### src/rtl/spifs_pkg.sv
package spifs_pkg;
  localparam logic [3:0] A_TXD   = 4'd0;
  localparam logic [3:0] A_RXD   = 4'd1;
  localparam logic [3:0] A_TXLVL = 4'd2;
  localparam logic [3:0] A_RXLVL = 4'd3;
  localparam logic [3:0] A_TXTHR = 4'd4;
  localparam logic [3:0] A_RXTHR = 4'd5;
  localparam logic [3:0] A_STAT  = 4'd6;
  localparam logic [3:0] A_MASK  = 4'd7;
  localparam logic [3:0] A_RAW   = 4'd8;
  localparam logic [3:0] A_MSKST = 4'd9;
  localparam logic [3:0] A_CLR   = 4'd10;
  localparam logic [3:0] A_DMACT = 4'd11;
  localparam logic [3:0] A_DTXWM = 4'd12;
  localparam logic [3:0] A_DRXWM = 4'd13;

  // depth selected by the variant number
  function automatic int depth_of(input int ver);
    return (ver != 0) ? 64 : 32;
  endfunction

  function automatic logic at_or_below(input logic [15:0] lvl, input logic [15:0] mark);
    return lvl <= mark;
  endfunction

  function automatic logic at_or_above(input logic [15:0] lvl, input logic [15:0] mark);
    return lvl >= mark;
  endfunction
endpackage

### src/rtl/spifs_fifo.sv
module spifs_fifo #(
  parameter int DW    = 16,
  parameter int DEPTH = 32,
  parameter int LW    = $clog2(DEPTH + 1)
) (
  input  logic          clk,
  input  logic          rst_n,
  input  logic          flush,
  input  logic          push,
  input  logic [DW-1:0] wdata,
  input  logic          pop,
  output logic [DW-1:0] rdata,
  output logic [LW-1:0] level,
  output logic          full,
  output logic          empty
);
  localparam int PW = $clog2(DEPTH);

  logic [DW-1:0] mem [DEPTH];
  logic [PW-1:0] wp, rp;
  logic [LW-1:0] cnt;
  logic          do_push, do_pop;

  assign full    = (cnt == LW'(DEPTH));
  assign empty   = (cnt == '0);
  assign do_push = push && !full && !flush;
  assign do_pop  = pop && !empty && !flush;
  assign level   = cnt;
  assign rdata   = empty ? '0 : mem[rp];

  always_ff @(posedge clk or negedge rst_n) begin
    if (!rst_n) begin
      wp  <= '0;
      rp  <= '0;
      cnt <= '0;
    end else if (flush) begin
      wp  <= '0;
      rp  <= '0;
      cnt <= '0;
    end else begin
      if (do_push) wp <= wp + 1'b1;
      if (do_pop)  rp <= rp + 1'b1;
      cnt <= cnt + LW'(do_push) - LW'(do_pop);
    end
  end

  always_ff @(posedge clk) begin
    if (do_push) mem[wp] <= wdata;
  end
endmodule

### src/rtl/spifs_mark.sv
module spifs_mark #(
  parameter int LW = 6
) (
  input  logic          tx_gate,
  input  logic          rx_gate,
  input  logic [LW-1:0] tx_lvl,
  input  logic [LW-1:0] tx_mark,
  input  logic [LW-1:0] rx_lvl,
  input  logic [LW-1:0] rx_mark,
  output logic          tx_hit,
  output logic          rx_hit
);
  import spifs_pkg::*;
  assign tx_hit = tx_gate && at_or_below(16'(tx_lvl), 16'(tx_mark));
  assign rx_hit = rx_gate && at_or_above(16'(rx_lvl), 16'(rx_mark));
endmodule

### src/rtl/spifs_irq.sv
module spifs_irq (
  input  logic       clk,
  input  logic       rst_n,
  input  logic       tov_ev,
  input  logic       run_ev,
  input  logic       rov_ev,
  input  logic       clr_we,
  input  logic [3:0] clr_bits,
  input  logic       tx_low,
  input  logic       rx_high,
  input  logic [4:0] mask,
  output logic [4:0] raw,
  output logic [4:0] masked,
  output logic       irq
);
  logic s_tov, s_run, s_rov;
  logic k_tov, k_run, k_rov;

  // per-bit clear plus clear-all
  assign k_tov = clr_we && (clr_bits[0] || clr_bits[3]);
  assign k_run = clr_we && (clr_bits[0] || clr_bits[1]);
  assign k_rov = clr_we && (clr_bits[0] || clr_bits[2]);

  always_ff @(posedge clk or negedge rst_n) begin
    if (!rst_n) begin
      s_tov <= 1'b0;
      s_run <= 1'b0;
      s_rov <= 1'b0;
    end else begin
      s_tov <= tov_ev || (s_tov && !k_tov);
      s_run <= run_ev || (s_run && !k_run);
      s_rov <= rov_ev || (s_rov && !k_rov);
    end
  end

  assign raw    = {rx_high, s_rov, s_run, s_tov, tx_low};
  assign masked = raw & mask;
  assign irq    = |masked;
endmodule

### src/rtl/spi_fifo_stat_irq.sv
module spi_fifo_stat_irq #(
  parameter int DW      = 16,
  parameter int VERSION = 0
) (
  input  logic          clk,
  input  logic          rst_n,
  input  logic          enable,
  input  logic          reg_wr,
  input  logic          reg_rd,
  input  logic [3:0]    reg_addr,
  input  logic [DW-1:0] reg_wdata,
  output logic [DW-1:0] reg_rdata,
  input  logic          sh_tx_pop,
  output logic [DW-1:0] sh_tx_data,
  input  logic          sh_rx_push,
  input  logic [DW-1:0] sh_rx_data,
  input  logic          sh_busy,
  input  logic          sh_tgt_busy,
  output logic          irq,
  output logic          dma_tx_req,
  output logic          dma_rx_req
);
  import spifs_pkg::*;

  localparam int DEPTH = depth_of(VERSION);
  localparam int LW    = $clog2(DEPTH + 1);

  logic [LW-1:0] tx_lvl, rx_lvl;
  logic          tx_full, tx_empty, rx_full, rx_empty;
  logic [DW-1:0] rx_head;
  logic          tx_push_req, tx_ovf_ev;
  logic          rx_push_req, rx_ovf_ev;
  logic          rx_pop_req, rx_unf_ev;
  logic          tx_pop_req;
  logic          clr_we;
  logic [3:0]    clr_bits;
  logic [LW-1:0] tx_thr, rx_thr, dtx_wm, drx_wm;
  logic [4:0]    mask;
  logic [1:0]    dma_ctl;
  logic          thr_tx_low, thr_rx_high;
  logic [4:0]    raw, masked;
  logic [5:0]    stat;
  logic          busy;

  // bus-side events, named for the checker
  assign tx_push_req = enable && reg_wr && (reg_addr == A_TXD);
  assign tx_ovf_ev   = tx_push_req && tx_full;
  assign rx_pop_req  = enable && reg_rd && (reg_addr == A_RXD);
  assign rx_unf_ev   = rx_pop_req && rx_empty;
  assign rx_push_req = enable && sh_rx_push;
  assign rx_ovf_ev   = rx_push_req && rx_full;
  assign tx_pop_req  = enable && sh_tx_pop;
  assign clr_we      = reg_wr && (reg_addr == A_CLR);
  assign clr_bits    = reg_wdata[3:0];

  spifs_fifo #(.DW(DW), .DEPTH(DEPTH), .LW(LW)) u_txq (
    .clk(clk), .rst_n(rst_n), .flush(!enable),
    .push(tx_push_req), .wdata(reg_wdata),
    .pop(tx_pop_req), .rdata(sh_tx_data),
    .level(tx_lvl), .full(tx_full), .empty(tx_empty)
  );

  spifs_fifo #(.DW(DW), .DEPTH(DEPTH), .LW(LW)) u_rxq (
    .clk(clk), .rst_n(rst_n), .flush(!enable),
    .push(rx_push_req), .wdata(sh_rx_data),
    .pop(rx_pop_req), .rdata(rx_head),
    .level(rx_lvl), .full(rx_full), .empty(rx_empty)
  );

  // configuration registers
  always_ff @(posedge clk or negedge rst_n) begin
    if (!rst_n) begin
      tx_thr  <= '0;
      rx_thr  <= '0;
      dtx_wm  <= '0;
      drx_wm  <= '0;
      mask    <= '0;
      dma_ctl <= '0;
    end else if (reg_wr) begin
      case (reg_addr)
        A_TXTHR: tx_thr  <= reg_wdata[LW-1:0];
        A_RXTHR: rx_thr  <= reg_wdata[LW-1:0];
        A_DTXWM: dtx_wm  <= reg_wdata[LW-1:0];
        A_DRXWM: drx_wm  <= reg_wdata[LW-1:0];
        A_MASK:  mask    <= reg_wdata[4:0];
        A_DMACT: dma_ctl <= reg_wdata[1:0];
        default: ;
      endcase
    end
  end

  // level-following threshold sources
  spifs_mark #(.LW(LW)) u_thr (
    .tx_gate(1'b1), .rx_gate(1'b1),
    .tx_lvl(tx_lvl), .tx_mark(tx_thr),
    .rx_lvl(rx_lvl), .rx_mark(rx_thr),
    .tx_hit(thr_tx_low), .rx_hit(thr_rx_high)
  );

  // DMA requests against their own watermarks
  spifs_mark #(.LW(LW)) u_dma (
    .tx_gate(dma_ctl[1]), .rx_gate(dma_ctl[0]),
    .tx_lvl(tx_lvl), .tx_mark(dtx_wm),
    .rx_lvl(rx_lvl), .rx_mark(drx_wm),
    .tx_hit(dma_tx_req), .rx_hit(dma_rx_req)
  );

  spifs_irq u_irq (
    .clk(clk), .rst_n(rst_n),
    .tov_ev(tx_ovf_ev), .run_ev(rx_unf_ev), .rov_ev(rx_ovf_ev),
    .clr_we(clr_we), .clr_bits(clr_bits),
    .tx_low(thr_tx_low), .rx_high(thr_rx_high),
    .mask(mask), .raw(raw), .masked(masked), .irq(irq)
  );

  // status word
  assign busy = sh_busy || (enable && !tx_empty);
  assign stat = {sh_tgt_busy, rx_full, rx_empty, tx_empty, tx_full, busy};

  always_comb begin
    reg_rdata = '0;
    case (reg_addr)
      A_RXD:   reg_rdata = rx_head;
      A_TXLVL: reg_rdata = DW'(tx_lvl);
      A_RXLVL: reg_rdata = DW'(rx_lvl);
      A_TXTHR: reg_rdata = DW'(tx_thr);
      A_RXTHR: reg_rdata = DW'(rx_thr);
      A_STAT:  reg_rdata = DW'(stat);
      A_MASK:  reg_rdata = DW'(mask);
      A_RAW:   reg_rdata = DW'(raw);
      A_MSKST: reg_rdata = DW'(masked);
      A_DMACT: reg_rdata = DW'(dma_ctl);
      A_DTXWM: reg_rdata = DW'(dtx_wm);
      A_DRXWM: reg_rdata = DW'(drx_wm);
      default: reg_rdata = '0;
    endcase
  end
endmodule

### config.mk
export PLATFORM = sky130hd
export DESIGN_NAME = spi_fifo_stat_irq
export DESIGN_NICKNAME = d
export VERILOG_FILES = /design/src/rtl/spifs_pkg.sv /design/src/rtl/spifs_fifo.sv /design/src/rtl/spifs_mark.sv /design/src/rtl/spifs_irq.sv /design/src/rtl/spi_fifo_stat_irq.sv
export SDC_FILE = /design/constraint.sdc
export NUM_CORES = 1
export LEC_CHECK = 0
export ABC_AREA = 0
export BUFFER_PORTS_ARGS = -buffer_cell sky130_fd_sc_hd__clkbuf_2
export CORE_ASPECT_RATIO = 1.4
export CORE_MARGIN = 3
export CORE_UTILIZATION = 52
export CTS_CLUSTER_SIZE = 20
export DETAILED_ROUTE_END_ITERATION = 12
export PLACE_DENSITY = 0.68
export SKIP_LAST_GASP = 1
export SLEW_MARGIN = 30
export SYNTH_ARGS = -nofsm -noshare
export SYNTH_HDL_FRONTEND = slang
export SYNTH_SLANG_ARGS = --single-unit
### constraint.sdc
create_clock -name clk -period 5.7 [get_ports clk]
set_clock_uncertainty 0.2 [all_clocks]
set_input_delay 0 -clock clk [delete_from_list [all_inputs] [get_ports clk]]
set_output_delay 0 -clock clk [all_outputs]
set_load 0.05 [all_outputs]
* Word level (Yosys, flattened, before mapping)
Memory sizes are Yosys's and may differ from the RTL's. Index checks and enable logic that the tools add are counted.
Word-level totals: memory bits (writable) 1024, register bits 66, memories 2, word-level logic and storage cells 117
Operators by class: equality and inequality tests 19, mux-type cells 17, bitwise operators 1, magnitude comparators 4, reductions and logical operators 51, add/sub/neg operators 8
Memory list:
- u_rxq.mem | depth 32, width 16, read ports 1, clocked after memory_dff 0, wr ports 1, RTL line spifs_fifo.sv:19 | logic [DW-1:0] mem [DEPTH];
- u_txq.mem | depth 32, width 16, read ports 1, clocked after memory_dff 0, wr ports 1, RTL line spifs_fifo.sv:19
Operator list (number):
- case mux 16 bit (12 select lines) | 1
- two-way mux 5 bit | 8
- two-way mux 16 bit | 2
- logical AND 1 bit | 27
- equality test 4 bit (second input constant) | 6
- adder 5 x 1 -> 5 bit (second input constant) | 4
- equality test 4 x 3 -> 1 bit (second input constant) | 4
- adder 6 x 1 -> 6 bit | 2
- equality test 6 bit (second input constant) | 2
- >= comparator 6 bit | 2
- <= comparator 6 bit | 2
- logical NOT 6 bit | 2
- two-way mux 6 bit | 2
- AND reduction 2 bit | 6
- subtractor 6 x 1 -> 6 bit | 2
- equality test 4 x 2 -> 1 bit (second input constant) | 2
- != test 2 x 1 -> 1 bit (second input constant) | 4
- logical NOT 1 bit | 7
- logical OR 1 bit | 7
- AND 5 bit | 1
- OR reduction 5 bit | 1
- equality test 4 x 1 -> 1 bit (second input constant) | 1
- logical NOT 4 bit | 1
- two-way mux 1 bit | 4

* Logic depth before layout (Yosys ltp)
Gate-level depths: netlist of the first run.
depth after elaboration 7, depth in mapped cells 14, gate-level depth less buffers 14

* Cells and area by module
A second synthesis of the first run with hierarchy kept.
Second synthesis, totals: cell total of the unflattened synthesis 2317, area total of the unflattened synthesis 44488.9 sq um
By module, submodules not included:
- spifs_fifo | instances 2, seq. area each 15775.1 sq um, cells each 1009, area an instance 20761.2 sq um
- spi_fifo_stat_irq | instances 1, seq. area each 775.7 sq um, cells each 194, area an instance 2165.8 sq um
- spifs_mark | instances 2, seq. area each 0.0 sq um, cells each 42, area an instance 300.3 sq um
- spifs_irq | instances 1, seq. area each 75.1 sq um, cells each 21, area an instance 200.2 sq um

* Worst setup path before layout of the first run
No wires, ideal clock.
kind register to register, start point reg u_rxq.cnt[2], in the netlist u_rxq.level[2], end point reg u_rxq.cnt[4], in the netlist u_rxq.level[4], setup time 120 ps, path slack 2633 ps, arrival time 2748 ps, cell stages (with the launch flop) 14, data required time 5380 ps, period minus slack after synthesis 3067 ps, path through dfrtp_1 -> inv_1 -> ha_1 -> nand4bb_1 -> nand3_1 -> nor2_1 -> ha_1 -> inv_1 -> ha_1 -> fa_1 -> a21oi_1 -> nor2_1 -> or3_1 -> and3_1
On the way: cells in the longest elaborated chain, start to end 7, elaborated cells between the ends (all ways) 11, those cells by class 2 x add/sub; 1 x eq/ne; 1 x mux; 7 x reduce/logical
Ends and longest elaborated chain:
- start, declared | RTL line spifs_fifo.sv:21 | logic [LW-1:0] cnt;
- start signal, assigned | RTL line spifs_fifo.sv:43 | cnt <= cnt + LW'(do_push) - LW'(do_pop);
- equality test 6 bit | RTL line spifs_fifo.sv:24 | assign full = (cnt == LW'(DEPTH));
- logical NOT 1 bit | RTL line spifs_fifo.sv:26 | assign do_push = push && !full && !flush;
- logical AND 1 bit (2 in series) | RTL line spifs_fifo.sv:26
- adder 6 x 1 -> 6 bit | RTL line spifs_fifo.sv:43
- subtractor 6 x 1 -> 6 bit (*) | RTL line spifs_fifo.sv:43
- two-way mux 6 bit (*) | RTL line spifs_fifo.sv:36 | end else if (flush) begin
Every way passes the cells marked *; elsewhere a longest branch is shown, timed or not. A chain may end at the register's enable or synchronous reset.

* Worst setup path after layout of the first run
start point reg u_rxq.rp[1], end point out reg_rdata[5]
On the way: cells in the longest elaborated chain, start to end 3
Ends and longest elaborated chain:
- start, declared | RTL line spifs_fifo.sv:20 | logic [PW-1:0] wp, rp;
- start signal, assigned | RTL line spifs_fifo.sv:42 | if (do_pop) rp <= rp + 1'b1;
- memory (32 x 16 bit)
- two-way mux 16 bit | RTL line spifs_fifo.sv:29 | assign rdata = empty ? '0 : mem[rp];
- case mux 16 bit (12 select lines) | RTL line spi_fifo_stat_irq.sv:122 | case (reg_addr)
- end, declared | RTL line spi_fifo_stat_irq.sv:12 | output logic [DW-1:0] reg_rdata,
Every way passes these cells.

==> flow_metrics.tcl, run 1 <==
set metrics [dict create \
    ctsHoldBuffers 46 \
    grt_pass1_wl_um 152000 \
    yosysSeqAreaShare_pct 73.7 \
    gp_congestion 0.863 \
    crit_type "reg2out" \
    hpwlAfterDp_um 63000 \
    switching_share_pct 25.4 \
    syn_area_um2 43900 \
    seqPwrFrac_pct 50.1 \
    power_mw 18.1 \
    grtUsageTotal_pct 23.5 \
    hold_class "in2reg" \
    path_max_fanout 85 \
    clock_path_buffers 3 \
    leakagePower_nw 15.7 \
    setup_tns_ns 0 \
    drt_wl_total_um 102000 \
    grt_antenna_before_repair 3 \
    postCtsSetupBuffers 0 \
    utilization_pct 59.3 \
    drt_iter0_markers 1945 \
    boundaryPins 80 \
    synth_ff_type "edfxtp_1" \
    avgSynthCellArea_um2 18.8 \
    placed_area_um2 45800 \
    pre_cts_slack_ns 1.88 \
    nNetsFinal 2606 \
    cts_num_sinks 1090 \
    status "completed" \
    worstRegToRegCells 8 \
    cts_root_buf "clkbuf_16" \
    crit_path_end_kind "output port" \
    clkTransAtPathRegs_ns 0.06 \
    p_comb_share_pct 14.6 \
    worstPathArrival_ns 4.30 \
    yosys_warnings 0 \
    grt_max_degree 86 \
    ys_ff_latch 1090 \
    final_hold_viol_count 0 \
    die_x_um 252 \
    timing.rr.end "u_rxq.mem[28][12]" \
    worstPathRequired_ns 5.50 \
    insertion_delay_ns 0.67 \
    yosysUniqueCellTypes 62 \
    routedWlPerCell_um 27.9 \
    drive_above_1_share_pct 20.7 \
    multi_input_area_um2 10900 \
    synth_largest_area_cell "edfxtp_1" \
    worstHoldEndpoint "u_txq.mem[29][0]" \
    drt_first_pass_iters 6 \
    cp-start-kind "register" \
    r2r_start "u_rxq.level[2]" \
    power_switching_mw 4.59 \
    period_needed_ns 4.50 \
    period_share_pct 79.0 \
    timing.hold.ws_ns 0.0601 \
    cts_tree "built" \
    worstMarginPinSlew_ns 0.984 \
    syn_to_final_growth_pct 12.4 \
    synth.area.top_cells "edfxtp_1 (70%), mux4_2 (10%), dfrtp_1 (3.8%), mux2i_1 (3.6%), ha_1 (1.5%)" \
    power.density_nw_per_um2 366 \
    setup_viol 0 \
    max-cap-violations 0 \
    die-area_um2 88100 \
    synth_edf_count 1024 \
    cts-buffers-inserted 97 \
    synth_fp_nets 2441 \
    num_rows 125 \
    io_buffer_count 79 \
    clkPwrFrac_pct 35.3 \
    fp.dieH_um 350 \
    core-area_um2 83400 \
    holdCritStartpoint "reg_wdata[0]" \
    post_cts_resized 0 \
    seq_area_um2 32400 \
    peakVddDrop_v 0.000309 \
    worst-r2r-setup-slack_ns 1.92 \
    dp.cells 3438 \
    start_util_pct 52.7 \
    fmax_mhz 222 \
    synth_cells 2342 \
    setup_ws_ns 1.20 \
    intPower_mw 13.5 \
    vias 22700 \
    grt_pass1_vias 23600 \
    grt-ovfl-total 0 \
    drcViolationCount 0 \
    finalMaxSlewViolations 0 \
    slew_headroom_pct 34.4 \
    async_reset_ff_share_pct 6.06 \
    hold_path_depth 1 \
    antenna_left 0 \
    fillCellCount 5996 \
    cts_max_level 3 \
    drt-vias-per-instance 6.20 \
    synth_top_area_share_pct 70.0 \
    instances_no_fill 3667 \
    design_area_um2 49400 \
    rsz0062_at_grt "false" \
]
-- sequential cells by signal, summed over array words and instances (netlist names) --
name         count
dma_ctl          2
drx_wm           6
dtx_wm           6
mask             5
rx_thr           6
tx_thr           6
u_irq.s_rov      1
u_irq.s_run      1
u_irq.s_tov      1
u_rxq.level      6
u_rxq.mem      512
u_rxq.rp         5
u_rxq.wp         5
u_txq.level      6
u_txq.mem      512
u_txq.rp         5
u_txq.wp         5
-- Yosys cell counts, drive strengths merged, types with 32 or more instances --
| cell type | n |
|---|---|
| edfxtp | 1024 |
| mux4 | 200 |
| mux2i | 160 |
| nor2 | 131 |
| o21ai | 75 |
| nand2 | 71 |
| dfrtp | 66 |
| buf | 65 |
| clkbuf | 62 |
| o221ai | 61 |
| ha | 52 |
| inv | 47 |
| a21oi | 32 |
-- metal layers --
metal	share of wire (%)	up-vias	track usage [%]
li1	-	9847	-
met3	6.0	203	3.55
met5	0	-	0
met1	36	11800	27.7
met2	54	881	43.0
met4	4.3	0	9.93
-- power groups by stage --
stage / Combinational, mW / Clock [mW] / Sequential [mW]
after floorplan: 1.90 / 0 / 9.11
after global placement: 2.50 / 0 / 9.26
after detailed placement: 2.56 / 0 / 9.27
after CTS: 2.59 / 6.49 / 9.10
after global routing: 2.85 / 6.82 / 9.05
final: 2.64 / 6.37 / 9.04
-- cell type report --
type / instances / share of cell area, %
flip-flops and latches: 1090 / 65.6
multi-input cells: 1078 / 22.1
clock buffers: 123 / 5.20
repair buffers: 193 / 2.92
well taps: 1079 / 2.73
clock inverters: 54 / 1.02
inverters: 47 / 0.357
diodes: 3 / 0.0152
-- cells in the final DEF (no fill, tap or decap), types with 7 or more instances in the layout --
cell type	netlist	final
edfxtp_1	1024	1024
mux4_2	200	200
mux2i_1	160	160
nor2_1	131	109
clkbuf_16	0	99
clkbuf_2	0	77
nand2_1	71	70
o21ai_0	69	69
o221ai_1	61	61
buf_4	8	61
dfrtp_1	66	59
ha_1	52	52
dlygate4sd3_1	0	47
inv_1	45	45
a21oi_1	32	32
o31ai_1	25	25
and2_1	24	24
clkbuf_1	62	24
o22ai_1	20	20
nor2_4	0	20
a211o_1	19	19
clkinv_2	0	19
nand3_1	18	18
clkinv_1	0	17
a22o_1	13	13
nand4_1	13	13
mux2_2	13	13
nor2b_1	12	12
nor4_1	12	12
xnor2_1	11	11
nand2b_1	11	10
a31oi_1	10	10
a21boi_0	8	8
bufinv_16	0	8
a22oi_1	7	7
nand3b_1	7	7
xor2_1	7	7
-- critical path: stages, from the launching register on --
cell and delay [ns]:
dfrtp_4 0.89, buf_12 0.43, mux4_2 0.41, mux2_2 0.28, a211oi_1 0.54, a211oi_1 0.26, a311o_1 0.36, clkbuf_2 0.25
-- how the worst max path moves through the flow --
| stage | start | end | slack [ns] | depth (start not counted) |
|---|---|---|---|---|
| final | u_rxq.rp[1] | reg_rdata[5] | 1.20 | 7 |
| after global routing | u_rxq.rp[1] | reg_rdata[5] | 1.15 | 7 |
| after CTS | u_rxq.rp[1] | reg_rdata[5] | 1.16 | 7 |
| after detailed placement | u_rxq.rp[1] | reg_rdata[5] | 1.88 | 7 |
| after global placement | u_rxq.rp[1] | reg_rdata[5] | 1.91 | 7 |
| after floorplan | u_rxq.level[2] | u_rxq.level[4] | 2.63 | 13 |
-- cells by family after synthesis --
group                      Yosys count  share of synthesized area [%]
DFF                               1090                           73.7
and+or+nand+nor                    327                           3.50
adders and majority gates           54                           1.57
muxes                              373                           14.2
AOI/OAI and AO/OA                  306                           4.86
xor gates and xnor gates            18                          0.359
buffers and inverters              174                           1.75
Power figures use the tool's default switching activity.
==> inputs of run 2 (changes only) <==
--- a/config.mk
+++ b/config.mk
@@ -5,14 +5,14 @@
 export SDC_FILE = /design/constraint.sdc
 export NUM_CORES = 1
 export LEC_CHECK = 0
-export ABC_AREA = 0
+export ABC_AREA = 1
 export BUFFER_PORTS_ARGS = -buffer_cell sky130_fd_sc_hd__clkbuf_2
 export CORE_ASPECT_RATIO = 1.4
 export CORE_MARGIN = 3
 export CORE_UTILIZATION = 52
 export CTS_CLUSTER_SIZE = 20
 export DETAILED_ROUTE_END_ITERATION = 12
-export PLACE_DENSITY = 0.68
+export PLACE_DENSITY = 0.71
 export SKIP_LAST_GASP = 1
 export SLEW_MARGIN = 30
 export SYNTH_ARGS = -nofsm -noshare
==> constraint.sdc (replaced) <==
create_clock -name clk -period 3.81 [get_ports clk]
set_clock_uncertainty 0.2 [all_clocks]
set_input_delay 0 -clock clk [delete_from_list [all_inputs] [get_ports clk]]
set_output_delay 0 -clock clk [all_outputs]
set_load 0.05 [all_outputs]
==> run 2 against run 1 <==
  * Synthesized cell count grew 78%
  * Routed wire length rose by 17%
  * Sequential share of layout area down 3.1 points
  * Area after synthesis increased by 4.6%
  * Critical path type unchanged
  * Highest routed layer unchanged
==> flow_metrics.tcl, run 2 <==
set metrics [dict create \
    setup_viol 0 \
    cts_tree "built" \
    netlist_top_cells_count "nand2_1 (1,341), edfxtp_1 (1,024), nand3_1 (526)" \
    yosysMostFrequentCell "nand2_1" \
    hpwlAfterDp_um 71700 \
    synth_cells 4172 \
    num_rows 128 \
    placed_area_um2 47900 \
    async_reset_ff_share_pct 6.06 \
    synth.area.top_cells "edfxtp_1 (67%), nand2_1 (11%), nand3_1 (5.7%), dfrtp_1 (3.6%), nor2_1 (3.1%)" \
    grt-ovfl-total 0 \
    synth_top_area_share_pct 66.9 \
    drive_above_1_share_pct 8.64 \
    final_hold_viol_count 0 \
    antenna_left 0 \
    grtUsageTotal_pct 25.6 \
    drcViolationCount 0 \
    worstPathArrival_ns 3.44 \
    core-area_um2 87300 \
    insertion_delay_ns 0.68 \
    synth_ff_type "edfxtp_1" \
    utilization_pct 59.4 \
    most-common-layout-cells "nand2_1 (1,341), edfxtp_1 (1,024), nand3_1 (526)" \
    grt_pass1_wl_um 178000 \
    dp.cells 5323 \
    yosys_warnings 0 \
    rsz0062_at_grt "false" \
    peakVddDrop_v 0.000436 \
    busiest_layer "met2" \
    gp_congestion 0.922 \
    reg.largest.list "u_rxq.mem x512, u_txq.mem x512" \
    synth_fp_nets 4271 \
    timing.hold.ws_ns 0.125 \
    cts_num_sinks 1090 \
    yosysSeqAreaShare_pct 70.5 \
    drt_first_pass_iters 6 \
    hold_class "in2reg" \
    worstMarginPinSlew_ns 0.940 \
    grt_pass1_vias 29900 \
    setup_tns_ns 0 \
    clock_path_buffers 3 \
    leakagePower_nw 19.7 \
    cp-start-kind "register" \
    antenna-diode-count 0 \
    cts-buffers-inserted 102 \
    die_x_um 257 \
    instances_no_fill 5569 \
    grt_max_degree 125 \
    drt-vias-per-instance 5.60 \
    clkTransAtPathRegs_ns 0.07 \
    grt_antenna_before_repair 0 \
    io_buffer_count 79 \
    ys_ff_latch 1090 \
    postCtsSetupBuffers 0 \
    setup_ws_ns 0.175 \
    met1_usage_pct 30.4 \
    cts_max_level 3 \
    yosysUniqueCellTypes 39 \
    start_util_pct 52.6 \
    period_needed_ns 3.64 \
    crit_path_end_kind "output port" \
    max-cap-violations 0 \
    grtUsageMet3_pct 3.33 \
    pre_cts_slack_ns 0.617 \
    finalMaxSlewViolations 0 \
    path_max_fanout 32 \
    layout_commonest_cell "nand2_1" \
    die-area_um2 92000 \
    synth_edf_count 1024 \
    drt_iter0_markers 3201 \
    boundaryPins 80 \
    fp.dieH_um 358 \
    period_share_pct 95.4 \
    drt_wl_total_um 119000 \
    vias 31200 \
    nNetsFinal 4410 \
    power.density_nw_per_um2 545 \
    synth_largest_area_cell "edfxtp_1" \
    syn_to_final_growth_pct 12.8 \
    power_mw 28.2 \
    syn_area_um2 46000 \
    slew_headroom_pct 37.3 \
    cts_root_buf "clkbuf_16" \
    design_area_um2 51800 \
    use_met2_pct 45.3 \
    status "completed" \
    fmax_mhz 275 \
    crit_type "reg2out" \
    routedWlPerCell_um 21.5 \
    avgSynthCellArea_um2 11.0 \
    worstPathRequired_ns 3.61 \
]
==> run 2: final timing paths <==
check / from / endpoint / slack (ns) / cells after the start
max: u_txq.rp[1] / sh_tx_data[5] / 0.17 / 9
min: enable / u_txq.level[0] / 0.12 / 4
max reg2reg: u_txq.level[2] / u_txq.level[4] / 0.61 / 16
min reg2reg: tx_thr[3] / tx_thr[3] / 0.28 / 2
max in group asynchronous: rst_n / u_rxq.rp[1] / 2.85 / 4
min in group asynchronous: rst_n / drx_wm[1] / 0.22 / 4
==> run 2: per-layer routing <==
layer	share of wire, %	routed length, um	vias to the layer above
li1	-	-	14500
met1	36	43200	15000
met2	51	61100	1334
met3	6.8	8080	336
met4	6.0	7170	0
met5	0	0	-
==> run 2: area by class of cell <==
type                       instances  area (um2)
timing repair buffer             248        2010
fill                            6811       35500
multi-input combinational       2680       11800
tap                             1170        1460
inverter                         189         728
clock buffer                     135        2780
clock inverter                    57         579
sequential                      1090       32400
==> run 2: where the power goes <==
part	total, mW	internal [mW]	switching (mW)
clock	10.2	5.77	4.41
combinational	4.58	1.25	3.33
sequential	13.5	13.3	0.193
==> run 2: what timing repair did <==
item / in CTS / in global routing
hold buffers: 54 / 0
gates resized for setup: 0 / 2
hold endpoints to repair: 1106 / 0
setup endpoints to repair: 0 / 5
==> run 2: cells by family (layout without fill, tap and decap cells) <==
family / Yosys count / count (layout) / share of synthesized area (%)
adders and majority gates: 54 / 54 / 1.50
xor gates and xnor gates: 9 / 9 / 0.172
AOI/OAI and AO/OA: 339 / 339 / 3.81
DFF: 1090 / 1090 / 70.5
and+or+nand+nor: 2278 / 2278 / 20.2
buffers and inverters: 402 / 629 / 3.76
==> run 2: worst max-delay path, cell delays in order, from the launching register on <==
cell and delay, ns:
dfrtp_2 0.67, buf_4 0.40, nand2_2 0.11, inv_2 0.31
buf_12 0.26, nand2_1 0.09, nand3_1 0.15, nand3_1 0.09
a21oi_1 0.29, clkbuf_2 0.34
